$ cat src/rtl/qmd_pkg.sv
// Package qmd_pkg
// Shared constants and the prescaler modulus encoding for the decimal
// four-modulus divider. Assumes decimal digits held in 4-bit fields.
package qmd_pkg;

    localparam int unsigned DIGIT_W   = 4;
    localparam int unsigned DIGIT_MAX = 9;
    localparam int unsigned PRE_BASE  = 100;
    localparam int unsigned PRE_TENS  = 10;
    localparam int unsigned PRE_UNIT  = 1;
    localparam int unsigned PRE_MAX   = PRE_BASE + PRE_TENS + PRE_UNIT;
    localparam int unsigned PCNT_W    = $clog2(PRE_MAX);

    // Modulus choice: bit 1 = tens swallow active, bit 0 = units swallow active.
    typedef enum logic [1:0] {
        MOD_BASE = 2'b00,
        MOD_UNIT = 2'b01,
        MOD_TENS = 2'b10,
        MOD_BOTH = 2'b11
    } pre_mod_e;

    // Terminal count (modulus minus one) for a modulus choice.
    function automatic logic [PCNT_W-1:0] mod_last(input pre_mod_e sel);
        int unsigned m;
        m = PRE_BASE;
        if (sel[1]) m = m + PRE_TENS;
        if (sel[0]) m = m + PRE_UNIT;
        return PCNT_W'(m - 1);
    endfunction

endpackage

$ cat src/rtl/qmd_ratio_check.sv
// Module qmd_ratio_check
// Decides whether the three digit inputs form a legal ratio. Legal means
// both lower digits are decimal and the hundreds count is nonzero and
// no smaller than either of them. Purely combinational.
module qmd_ratio_check
    import qmd_pkg::*;
#(
    parameter int unsigned HUND_W = 5
) (
    input  logic [HUND_W-1:0]  hund,
    input  logic [DIGIT_W-1:0] tens,
    input  logic [DIGIT_W-1:0] unit,
    output logic               ok
);

    localparam int unsigned CMP_W = (HUND_W > DIGIT_W) ? HUND_W : DIGIT_W;

    logic [CMP_W-1:0] h_ext, t_ext, u_ext;

    // Widen all three digits to one width and apply the legality rules.
    always_comb begin
        h_ext = CMP_W'(hund);
        t_ext = CMP_W'(tens);
        u_ext = CMP_W'(unit);
        ok = (tens <= DIGIT_W'(DIGIT_MAX)) && (unit <= DIGIT_W'(DIGIT_MAX))
          && (h_ext != '0) && (h_ext >= t_ext) && (h_ext >= u_ext);
    end

endmodule

$ cat src/rtl/qmd_down_cnt.sv
// Module qmd_down_cnt
// Loadable down-counter that saturates at zero. It steps once per
// prescaler tick. A load takes priority over a step. It reports whether it
// is nonzero so that it can act as a swallow control.
module qmd_down_cnt #(
    parameter int unsigned W = 4
) (
    input  logic         clk,
    input  logic         rst_n,
    input  logic         load,
    input  logic [W-1:0] load_val,
    input  logic         step,
    output logic [W-1:0] cnt,
    output logic         nz
);

    // Hold, reload or decrement the count.
    always_ff @(posedge clk) begin
        if (!rst_n)
            cnt <= '0;
        else if (load)
            cnt <= load_val;
        else if (step && (cnt != '0))
            cnt <= cnt - 1'b1;
    end

    // Flag that the count has not yet reached zero.
    always_comb nz = (cnt != '0);

endmodule

$ cat src/rtl/qmd_prescaler.sv
// Module qmd_prescaler
// Four-modulus prescaler. It counts input clocks and ticks on the last
// clock of each period. Its period is 100, 101, 110 or 111, set by the
// swallow flags. Assumes the modulus choice is stable within a period.
module qmd_prescaler
    import qmd_pkg::*;
(
    input  logic     clk,
    input  logic     rst_n,
    input  logic     restart,
    input  logic     run,
    input  pre_mod_e mod_sel,
    output logic     tick
);

    logic [PCNT_W-1:0] pcnt;

    // Tick when the count reaches the terminal value of the chosen modulus.
    always_comb tick = run && (pcnt == mod_last(mod_sel));

    // Advance the period count, wrapping on a tick or a restart.
    always_ff @(posedge clk) begin
        if (!rst_n)
            pcnt <= '0;
        else if (restart || tick)
            pcnt <= '0;
        else if (run)
            pcnt <= pcnt + 1'b1;
    end

endmodule

$ cat src/rtl/quad_mod_divider.sv
// Module quad_mod_divider
// Decimal integer-N feedback divider: ratio = 100*H + 10*T + U. The tens
// and units swallow counters choose the prescaler modulus, and the
// hundreds counter closes each cycle. Digits are sampled only at a reload.
// Assumes one clock domain.
module quad_mod_divider
    import qmd_pkg::*;
#(
    parameter int unsigned HUND_W = 5
) (
    input  logic                clk,
    input  logic                rst_n,
    input  logic [HUND_W-1:0]   hund_i,
    input  logic [DIGIT_W-1:0]  tens_i,
    input  logic [DIGIT_W-1:0]  unit_i,
    output logic                div_pulse_o,
    output logic                ratio_ok_o
);

    localparam int unsigned N_SWALLOW = 2;   // lane 0 = units, lane 1 = tens

    logic                              cfg_ok;
    logic                              run_q;
    logic                              tick;
    logic                              end_cyc;
    logic                              reload;
    logic                              load;
    logic                              pulse_q;
    logic [HUND_W-1:0]                 hund_cnt;
    logic                              hund_nz;
    logic [N_SWALLOW-1:0][DIGIT_W-1:0] sw_in;
    logic [N_SWALLOW-1:0][DIGIT_W-1:0] sw_cnt;
    logic [N_SWALLOW-1:0]              sw_nz;
    pre_mod_e                          mod_sel;

    qmd_ratio_check #(.HUND_W(HUND_W)) u_check (
        .hund (hund_i),
        .tens (tens_i),
        .unit (unit_i),
        .ok   (cfg_ok)
    );

    // Cycle end, reload and load decisions.
    always_comb begin
        end_cyc = tick && (hund_cnt == HUND_W'(1));
        reload  = !run_q || end_cyc;
        load    = reload && cfg_ok;
        sw_in   = {tens_i, unit_i};
        mod_sel = pre_mod_e'(sw_nz);
    end

    // Running state: set by a legal reload, cleared by an illegal one.
    always_ff @(posedge clk) begin
        if (!rst_n)
            run_q <= 1'b0;
        else if (reload)
            run_q <= cfg_ok;
    end

    // Output pulse register: one clock after the last clock of a cycle.
    always_ff @(posedge clk) begin
        if (!rst_n)
            pulse_q <= 1'b0;
        else
            pulse_q <= end_cyc;
    end

    qmd_down_cnt #(.W(HUND_W)) u_hund (
        .clk      (clk),
        .rst_n    (rst_n),
        .load     (load),
        .load_val (hund_i),
        .step     (tick),
        .cnt      (hund_cnt),
        .nz       (hund_nz)
    );

    generate
        for (genvar g = 0; g < N_SWALLOW; g++) begin : g_swallow
            qmd_down_cnt #(.W(DIGIT_W)) u_sw (
                .clk      (clk),
                .rst_n    (rst_n),
                .load     (load),
                .load_val (sw_in[g]),
                .step     (tick),
                .cnt      (sw_cnt[g]),
                .nz       (sw_nz[g])
            );
        end
    endgenerate

    qmd_prescaler u_pre (
        .clk     (clk),
        .rst_n   (rst_n),
        .restart (load),
        .run     (run_q),
        .mod_sel (mod_sel),
        .tick    (tick)
    );

    // Drive the ports.
    always_comb begin
        div_pulse_o = pulse_q;
        ratio_ok_o  = cfg_ok;
    end

endmodule

$ cat config.mk
export PLATFORM = sky130hd
export DESIGN_NAME = quad_mod_divider
export DESIGN_NICKNAME = d
export VERILOG_FILES = /design/src/rtl/qmd_pkg.sv /design/src/rtl/qmd_ratio_check.sv /design/src/rtl/qmd_down_cnt.sv /design/src/rtl/qmd_prescaler.sv /design/src/rtl/quad_mod_divider.sv
export SDC_FILE = /design/constraint.sdc
export NUM_CORES = 1
export LEC_CHECK = 0
export ABC_AREA = 0
export BUFFER_PORTS_ARGS = -buffer_cell sky130_fd_sc_hd__buf_2
export CAP_MARGIN = 10
export CORE_ASPECT_RATIO = 0.7
export CORE_UTILIZATION = 62
export DETAILED_ROUTE_END_ITERATION = 16
export PLACE_DENSITY = 0.84
export RECOVER_POWER = 25
export SLEW_MARGIN = 20
export SYNTH_ARGS = -nofsm -noshare
export SYNTH_HDL_FRONTEND = slang
export SYNTH_SLANG_ARGS = --single-unit
$ cat constraint.sdc
create_clock -name clk -period 4.3 [get_ports clk]
set_clock_uncertainty 0.15 [all_clocks]
set_input_delay 0.215 -clock clk [delete_from_list [all_inputs] [get_ports clk]]
set_output_delay 0.215 -clock clk [all_outputs]
set_load 0.005 [all_outputs]
Word-level counts from Yosys, hierarchy flattened
Index checks and enable logic that the tools add are counted.

Register bits after elaboration: 22. Bits in latches: 0. Output and inout port bits: 2. Memories kept: 0. RAM bits: 0. Input port bits: 15. Memory bits (read-only): 0. Logic and storage cells: 48.

Mux-type cells: 8. $add $sub $neg: 6. Reductions and logical operators: 21. Bitwise logic cells: 1. Multiply operators: 0. Equality and inequality tests: 2. Divide/modulo/power cells: 0. Shift-type cells: 0. $lt $le $gt $ge: 4.

Operators by type and width (count): $mux W4 (5); $add A7 B1 Y7 const B (2); $ge A5 B4 Y1 (2); $logic_and A1 B1 Y1 (10); $mux W5 (2); $reduce_bool A5 Y1 (2); $le A4 B4 Y1 const B (2); $reduce_bool A4 Y1 (2); $sub A4 B1 Y4 const B (2); $eq A7 B7 Y1 (1); $mux W7 (1); $sub A7 B1 Y7 const B (1); $reduce_bool A2 Y1 (3); $eq A5 B1 Y1 const B (1); $sub A5 B1 Y5 const B (1); $logic_or A1 B1 Y1 (2); $reduce_or A2 Y1 (1); $logic_not A1 Y1 (1); $not A1 Y1 (1).

Logic depth before layout (Yosys ltp)
Gate-level depths: netlist (run 1).

Depth after elaboration: 12. Mapped depth: 9. Mapped depth without buffers: 8.

Modules after synthesis
A second synthesis (run 1) with hierarchy kept.

Cells, all modules: 182. Area, all modules: 1481.4 um^2.

By module, submodules not included: qmd_down_cnt (g_swallow[0].u_sw ...) (area an instance 245.2 um^2, instances 2, cells each 31, sequential area each 80.1 um^2); qmd_prescaler (area an instance 384.1 um^2, instances 1, cells each 40, sequential area each 140.1 um^2); qmd_down_cnt (u_hund) (area an instance 290.3 um^2, instances 1, cells each 38, sequential area each 100.1 um^2); qmd_ratio_check (area an instance 220.2 um^2, instances 1, cells each 33, sequential area each 0.0 um^2); quad_mod_divider (area an instance 96.3 um^2, instances 1, cells each 9, sequential area each 40.0 um^2).

Worst setup path before layout (run 1)
Ideal clock, no wire load.

Path type: flip-flop to flip-flop. Start: register g_swallow[1].u_sw.cnt[0]. End: register u_hund.cnt[0]. Path slack: 2.068 ns. Data required time: 4.069 ns. Buffers on the path: 1. Stages on the path, launching flop included: 10. Period minus slack after synthesis: 2.232 ns. Arrival: 2.001 ns. Setup time: 0.081 ns. Cells stage by stage: dfxtp_1 inv_1 ha_1 or4b_1 o22a_2 o22ai_2 buf_6 nand3_1 xnor2_1 a211oi_2.

Longest elaborated chain between the ends: 11. Elaborated cells between the ends (all ways): 13. Classes of those cells: add/sub: 2; eq/ne: 1; mux: 3; reduce/logical: 7.

RTL lines: start: declaration (line qmd_down_cnt.sv:13) `output logic [W-1:0] cnt,`; start signal: assignment (line qmd_down_cnt.sv:22) `cnt <= load_val;`; start signal: assignment (line qmd_down_cnt.sv:24) `cnt <= cnt - 1'b1;`; $reduce_bool A4 Y1 * (line qmd_down_cnt.sv:28) `always_comb nz = (cnt != '0);`; $mux W4 * (line qmd_pkg.sv:26) `if (sel[1]) m = m + PRE_TENS;`; $add A7 B1 Y7 (line qmd_pkg.sv:27) `if (sel[0]) m = m + PRE_UNIT;`; $mux W7 * (line qmd_pkg.sv:27); $sub A7 B1 Y7 * (line qmd_pkg.sv:28) `return PCNT_W'(m - 1);`; $eq A7 B7 Y1 * (line qmd_prescaler.sv:19) `always_comb tick = run && (pcnt == mod_last(mod_sel));`; $logic_and A1 B1 Y1 * (line qmd_prescaler.sv:19); $logic_and A1 B1 Y1 (line quad_mod_divider.sv:45) `end_cyc = tick && (hund_cnt == HUND_W'(1));`; $logic_or A1 B1 Y1 (line quad_mod_divider.sv:46) `reload = !run_q || end_cyc;`; $logic_and A1 B1 Y1 (line quad_mod_divider.sv:47) `load = reload && cfg_ok;`; $mux W5 or $reduce_bool A2 Y1 (tied branches); end signal: assignment (line qmd_down_cnt.sv:22); end signal: assignment (line qmd_down_cnt.sv:24); end: declaration (line qmd_down_cnt.sv:13).

Mark *: on every way between the ends. The rest lies on a longest branch, timed or not. A chain may end at the register's enable or synchronous reset.

Final worst setup path (run 1)
Start: register u_hund.cnt[1]. End: register g_swallow[1].u_sw.cnt[1].

Longest elaborated chain between the ends: 5. Elaborated cells between the ends (all ways): 6. Classes of those cells: eq/ne: 1; mux: 1; reduce/logical: 4.

RTL lines (line): $eq A5 B1 Y1 * (quad_mod_divider.sv:45); $logic_and A1 B1 Y1 * (quad_mod_divider.sv:45); $logic_or A1 B1 Y1 * (quad_mod_divider.sv:46); $logic_and A1 B1 Y1 * (quad_mod_divider.sv:47); $mux W4 or $reduce_bool A2 Y1 (tied branches).

Marked as above.

==> results of run 1 <==
[metal layers]
layer,share of wire,up-vias
li1,-,654
met1,0.48,608
met2,0.46,34
met3,0.053,2
met4,0.0040,0
met5,0,-
[area by class of cell]
type | count | area share
multi-input cells | 132 | 0.588
flip-flops and latches | 22 | 0.266
repair buffers | 17 | 0.0544
inverters | 16 | 0.0363
well taps | 32 | 0.0242
clock inverters | 1 | 0.0181
clock buffers | 3 | 0.0136
[path summary, 6_finish.rpt]
kind,startpoint,endpoint,slack [ps],depth (start not counted)
worst max-delay path,u_hund.cnt[1],g_swallow[1].u_sw.cnt[1],1330,8
worst min-delay path,unit_i[1],g_swallow[0].u_sw.cnt[1],40,3
worst max register to register,u_hund.cnt[1],g_swallow[1].u_sw.cnt[1],1330,8
worst min register to register,u_hund.cnt[4],u_hund.cnt[4],390,2
[synthesized netlist by cell type, types with 2 or more instances]
master,n
a211oi_1,2
a211oi_2,4
a21oi_1,5
a21oi_2,4
buf_6,3
dfxtp_1,22
ha_1,13
inv_1,15
mux2i_1,3
nand2_1,13
nand2b_1,3
nand3_1,4
nand3b_1,2
nand4_1,10
nor2_1,17
nor3_1,3
nor3b_1,3
o21ai_0,3
o21ai_1,4
o21ai_2,4
or2_0,2
xnor2_1,6
xor2_1,9
[critical path, cell delays in order (launching register included)]
cell	delay, ps
dfxtp_1	350
inv_1	90
ha_1	160
nor4b_1	560
nand4_1	210
o221ai_1	400
nand4b_4	470
or2_0	380
a21oi_1	120
[registers in the layout (all words and copies together), names as in the netlist]
register / count
div_pulse_o: 1
g_swallow.u_sw.cnt: 8
run_q: 1
u_hund.cnt: 5
u_pre.pcnt: 7
[stage by stage]
step / cell area, µm² / instances / util / power [mW] / hold slack (ps)
floorplan: 1540 / 176 / - / 0.326 / 198
global placement: 1610 / 218 / 0.719 / 0.347 / 342
detailed placement: 1610 / 218 / 0.719 / 0.355 / 347
CTS: 1670 / 223 / 0.747 / 0.515 / 33.2
global route: 1660 / 223 / 0.739 / 0.539 / 51.7
finish: 1660 / 223 / 0.739 / 0.510 / 42.9
[logic make-up (layout without fill, tap and decap cells)]
group	Yosys count	count (layout)
DFF	22	22
and+or+nand+nor	66	66
AOI/OAI and AO/OA	35	35
buffers and inverters	22	37
xor gates and xnor gates	15	15
muxes	3	3
adders and majority gates	13	13
[power groups by stage]
stage          Clock [mW]  Combinational [mW]  Sequential [mW]
3_3_place_gp            0               0.112            0.235
5_1_grt             0.172               0.133            0.233
3_5_place_dp            0               0.119            0.236
2_1_floorplan           0              0.0955            0.230
6_report            0.158               0.121            0.232
4_1_cts             0.163               0.121            0.231
==> impl_metrics.ini, run 1 <==
[run_status]
status = finished clean

[finish]
area_growth_syn_to_layout_pct = 7.64
drive_above_1_share = 0.194
n_antenna_cell = 0
multiInputGateArea_um2 = 973
register_area_um2 = 440
nNetsFinal = 220
n_fill_cell = 172
final_common_cell = dfxtp_1
final_cell_mix = 22 x dfxtp_1, 17 x nor2_1, 16 x buf_2

[synthesis]
synth_mux_area_frac = 0.0195
synth_top_family_by_area = simple AND/OR/NAND/NOR gates
synth_fa_ha_area_frac = 0.106
yosys.area_share.simple = 0.246
yosysTopAreaCell = dfxtp_1
syn_area_per_cell_um2 = 8.74
synth_area_leaders = dfxtp_1 29%, ha_1 11%, xor2_1 5.1%
synth_warnings = 0
ys.flop_type = dfxtp_1
syn_inst = 176
yosys.area.top_type_share = 0.286
synth_xor_area_frac = 0.0854
synth_compound_area_frac = 0.187
syn-num-nets = 204
yosys_register_bits = 22
synth-edff-count = 0
netlist_area_um2 = 1540
ys_seq_area_frac = 0.286
synthDistinctLibCells = 45
async_flop_share = 0

[global_routing]
grt_antenna_before_repair = 0
grt_max_degree = 26
gr-usage-met2 = 0.458
top_usage_layer = met2
track_usage = 0.277
grt_pass1_vias = 1225
grt.overflow.total = 0
grtUsageMet1 = 0.373
grt.met3_usage = 0.0657
grt_first_pass_wirelength_um = 5420

[pwr]
irDropWorstVdd_v = 0.000274
p_leak_nw = 0.657
p_int_mw = 0.362
pwr-share-seq = 0.454
power.share.clock = 0.309
pwr-share-comb = 0.237
switching_share = 0.292
power_density_nw_per_um2 = 308
switchingPower_mw = 0.149

[placement]
gp_congestion = 0.883
place_ws_ps = 1520
io_buffers = 16
hpwl_um = 2500

[routing]
drc_errors = 0
vias = 1298
ant_nets = 0
routed_wirelength_um = 3250
drtPass1Iterations = 4
viasPerCell = 5.82
drtIter0Drc = 105
wire_per_inst_um = 14.6

[setup_path]
path_class = flop to flop
crit_fanout = 25
cp-end-kind = flop
cp.arrival_ps = 3070
crit_required_ps = 4400
cp-start-kind = flop

[sta]
rsz0062_at_grt = false
period_share = 0.691
finalCriticalPeriod_ps = 2970
setup_slack_ps = 1330
tns_ps = 0
drv_slew = 0
worstMarginPinSlew_ps = 787
relSlewSlack = 0.475
final-hold-violation-count = 0
setup-violations-final = 0
max_freq_mhz = 337

[worst_hold_path]
min_path_type = primary input to flop

[clock_tree]
cts_root_buf = clkbuf_4
cts_buffers = 3
path_clk_slew_ps = 130
postCtsSetupRepairBufs = 0
clkLatencyLatePin_ps = 310
clockBufferDepth = 2
clock_sinks = 22
cts_resized = 0
htree_levels = 1
holdBufCountCts = 1
cts_tree = yes

[floorplanning]
start_util = 0.686
rows = 14
die_h_um = 43.7
core_area_um2 = 2240
fp.dieW_um = 61.6
io_pins = 17
die_area_um2 = 2690

[run]
max-cap-violations = 0
Power figures use the tool's default switching activity.
==> run 2: changes to the inputs <==
--- a/config.mk
+++ b/config.mk
@@ -5,13 +5,13 @@
 export SDC_FILE = /design/constraint.sdc
 export NUM_CORES = 1
 export LEC_CHECK = 0
-export ABC_AREA = 0
+export ABC_AREA = 1
 export BUFFER_PORTS_ARGS = -buffer_cell sky130_fd_sc_hd__buf_2
 export CAP_MARGIN = 10
 export CORE_ASPECT_RATIO = 0.7
-export CORE_UTILIZATION = 62
+export CORE_UTILIZATION = 53
 export DETAILED_ROUTE_END_ITERATION = 16
-export PLACE_DENSITY = 0.84
+export PLACE_DENSITY = 0.76
 export RECOVER_POWER = 25
 export SLEW_MARGIN = 20
 export SYNTH_ARGS = -nofsm -noshare
==> constraint.sdc (replaced) <==
create_clock -name clk -period 2.5 [get_ports clk]
set_clock_uncertainty 0.15 [all_clocks]
set_input_delay 0.125 -clock clk [delete_from_list [all_inputs] [get_ports clk]]
set_output_delay 0.125 -clock clk [all_outputs]
set_load 0.005 [all_outputs]
==> run 2 against run 1 <==
Effect of this change: flip-flop and latch count unchanged; combinational power grew 130%; sequential share of layout area decreased by 2.6 points; sequential power is 70% higher; synthesized cell count grew 45%; synthesized area up 6.2%; largest cell class unchanged; non-clock buffer count grew 6.
==> impl_metrics.ini, run 2 <==
[sta]
setup-violations-final = 0
period_share = 0.942
relSlewSlack = 0.715
drv_slew = 0
tns_ps = 0
rsz0062_at_grt = false
worstMarginPinSlew_ps = 427
finalCriticalPeriod_ps = 2350
max_freq_mhz = 425
final-hold-violation-count = 0

[setup_path]
cp-start-kind = primary input
slowest_delay_ps = 530
path_class = primary input to primary output
cp.arrival_ps = 2080
path_buf_inv = 5
cpMaxStageDelayCell = dlygate4sd3_1
crit_chain = dlygate4sd3_1 -> buf_2 -> inv_1 -> ha_1 -> nand4_1 -> or2_1 -> nand3_1 -> nand2_1 -> nor2_2 -> buf_4 -> buf_2
crit_fanout = 11
crit_required_ps = 2230
cp_top_family = buffers and inverters
cp-end-kind = primary output
cp_common_cell = buf_2

[routing]
wire_per_inst_um = 11.5
drc_errors = 0
routed_wirelength_um = 3610
drtPass1Iterations = 4
drtIter0Drc = 157
ant_nets = 0
viasPerCell = 5.09
vias = 1593

[synthesis]
synth-edff-count = 0
syn_inst = 256
syn-num-nets = 284
synth_area_leaders = dfxtp_1 27%, nand2_1 15%, nand3_1 11%
netlist_area_um2 = 1630
ys_seq_area_frac = 0.270
yosys.area.top_type_share = 0.270
synth.most_common_cell = nand2_1
syn_area_per_cell_um2 = 6.38
ys_top_cells_by_count = 66 x nand2_1, 37 x nand3_1, 31 x inv_1, 25 x nor2_1, 22 x dfxtp_1
synthDistinctLibCells = 25
yosysTopAreaCell = dfxtp_1
synth_warnings = 0
yosys_register_bits = 22
async_flop_share = 0
ys.flop_type = dfxtp_1

[clock_tree]
clock_sinks = 22
clockBufferDepth = 2
htree_levels = 1
cts_root_buf = clkbuf_8
path_clk_slew_ps = 70
cts_buffers = 3
cts_tree = yes
postCtsSetupRepairBufs = 0
clkLatencyLatePin_ps = 260

[global_routing]
grt_first_pass_wirelength_um = 6130
grt_max_degree = 29
grt.overflow.total = 0
grt_pass1_vias = 1388
track_usage = 0.244
grt_antenna_before_repair = 0

[floorplanning]
core_area_um2 = 2860
io_pins = 17
start_util = 0.571
die_h_um = 48.5
fp.dieW_um = 68.4
rows = 16
die_area_um2 = 3310

[finish]
drive_above_1_share = 0.123
final_common_cell = nand2_1
final_cell_mix = 67 x nand2_1, 36 x nand3_1, 31 x inv_1
nNetsFinal = 306
finalNonFillerCells = 313
n_fill_cell = 267
top_register = g_swallow.u_sw.cnt
multiInputGateArea_um2 = 1020
reg_top3 = g_swallow.u_sw.cnt (8), u_pre.pcnt (7), u_hund.cnt (5)
largest_reg_flops = 8
n_antenna_cell = 0
register_area_um2 = 440
area_growth_syn_to_layout_pct = 12.3

[placement]
dp.cells = 305
hpwl_um = 2830
gp_congestion = 0.814
io_buffers = 16

[pwr]
pwr-share-comb = 0.300
pwr-share-seq = 0.427
power_density_nw_per_um2 = 505
p_leak_nw = 0.907
irDropWorstVdd_v = 0.000242
switchingPower_mw = 0.304
power.share.clock = 0.274
switching_share = 0.329
finalPower_mw = 0.926
p_int_mw = 0.622

[run]
max-cap-violations = 0

[run_status]
status = finished clean

[worst_hold_path]
min_path_type = primary input to flop
## run 2: cell type report
cell class | instances | share of cell area
flip-flops and latches | 22 | 0.240
multi-input cells | 193 | 0.557
repair buffers | 23 | 0.0770
clock buffers | 4 | 0.0300
well taps | 36 | 0.0245
inverters | 35 | 0.0716
## run 2: power groups by stage
| stage | clock, mW | combinational, mW | sequential (mW) |
|---|---|---|---|
| floorplan | 0 | 0.217 | 0.397 |
| global placement | 0 | 0.266 | 0.403 |
| detailed placement | 0 | 0.269 | 0.403 |
| CTS | 0.258 | 0.277 | 0.395 |
| global route | 0.270 | 0.321 | 0.398 |
| finish | 0.253 | 0.278 | 0.395 |
## run 2: metrics by stage
step | setup WS (ps) | area, µm² | util | hold slack (ps)
6_report | 145 | 1840 | 0.641 | 108
5_1_grt | 18.1 | 1840 | 0.641 | 131
4_1_cts | 160 | 1840 | 0.642 | 111
3_5_place_dp | 330 | 1740 | 0.608 | 246
3_3_place_gp | 423 | 1740 | 0.608 | 236
2_1_floorplan | 643 | 1630 | - | 95.4
## run 2: worst reg2reg max path, delay by kind of cell (launching register included)
| family | cells | cell delay, ps |
|---|---|---|
| adders and majority gates | 1 | 240 |
| DFF | 1 | 320 |
| and+or+nand+nor | 13 | 1190 |
| buffers and inverters | 2 | 250 |
## run 2: worst paths after layout
| path | cells past startpoint | to | startpoint | slack, ps |
|---|---|---|---|---|
| max | 11 | ratio_ok_o | hund_i[0] | 150 |
| max reg2reg | 16 | g_swallow[0].u_sw.cnt[0] | g_swallow[1].u_sw.cnt[0] | 290 |
| min reg2reg | 2 | g_swallow[0].u_sw.cnt[1] | g_swallow[0].u_sw.cnt[1] | 340 |
| min | 5 | g_swallow[0].u_sw.cnt[1] | unit_i[1] | 110 |
## run 2: kinds of logic after synthesis
kind of cell,Yosys count,synth area share
DFF,22,0.270
buffers and inverters,41,0.105
and+or+nand+nor,150,0.410
xor gates and xnor gates,10,0.0536
adders and majority gates,13,0.0995
AOI/OAI and AO/OA,20,0.0628
## run 2: per-layer routing
layer	global-route usage	vias up	part of all wire	wire, µm
met5	0	-	0	0
met1	0.383	698	0.54	1950
li1	-	859	-	-
met3	0.0495	2	0.051	184
met4	0.0417	0	0.0039	14
met2	0.342	34	0.41	1460
## run 2: repair_timing
| item | CTS | global route |
|---|---|---|
| setup endpoints to repair | 0 | 2 |
| resized for setup | 0 | 1 |
| endpoints found under the hold margin | 3 | 0 |
| hold buffers | 4 | 0 |
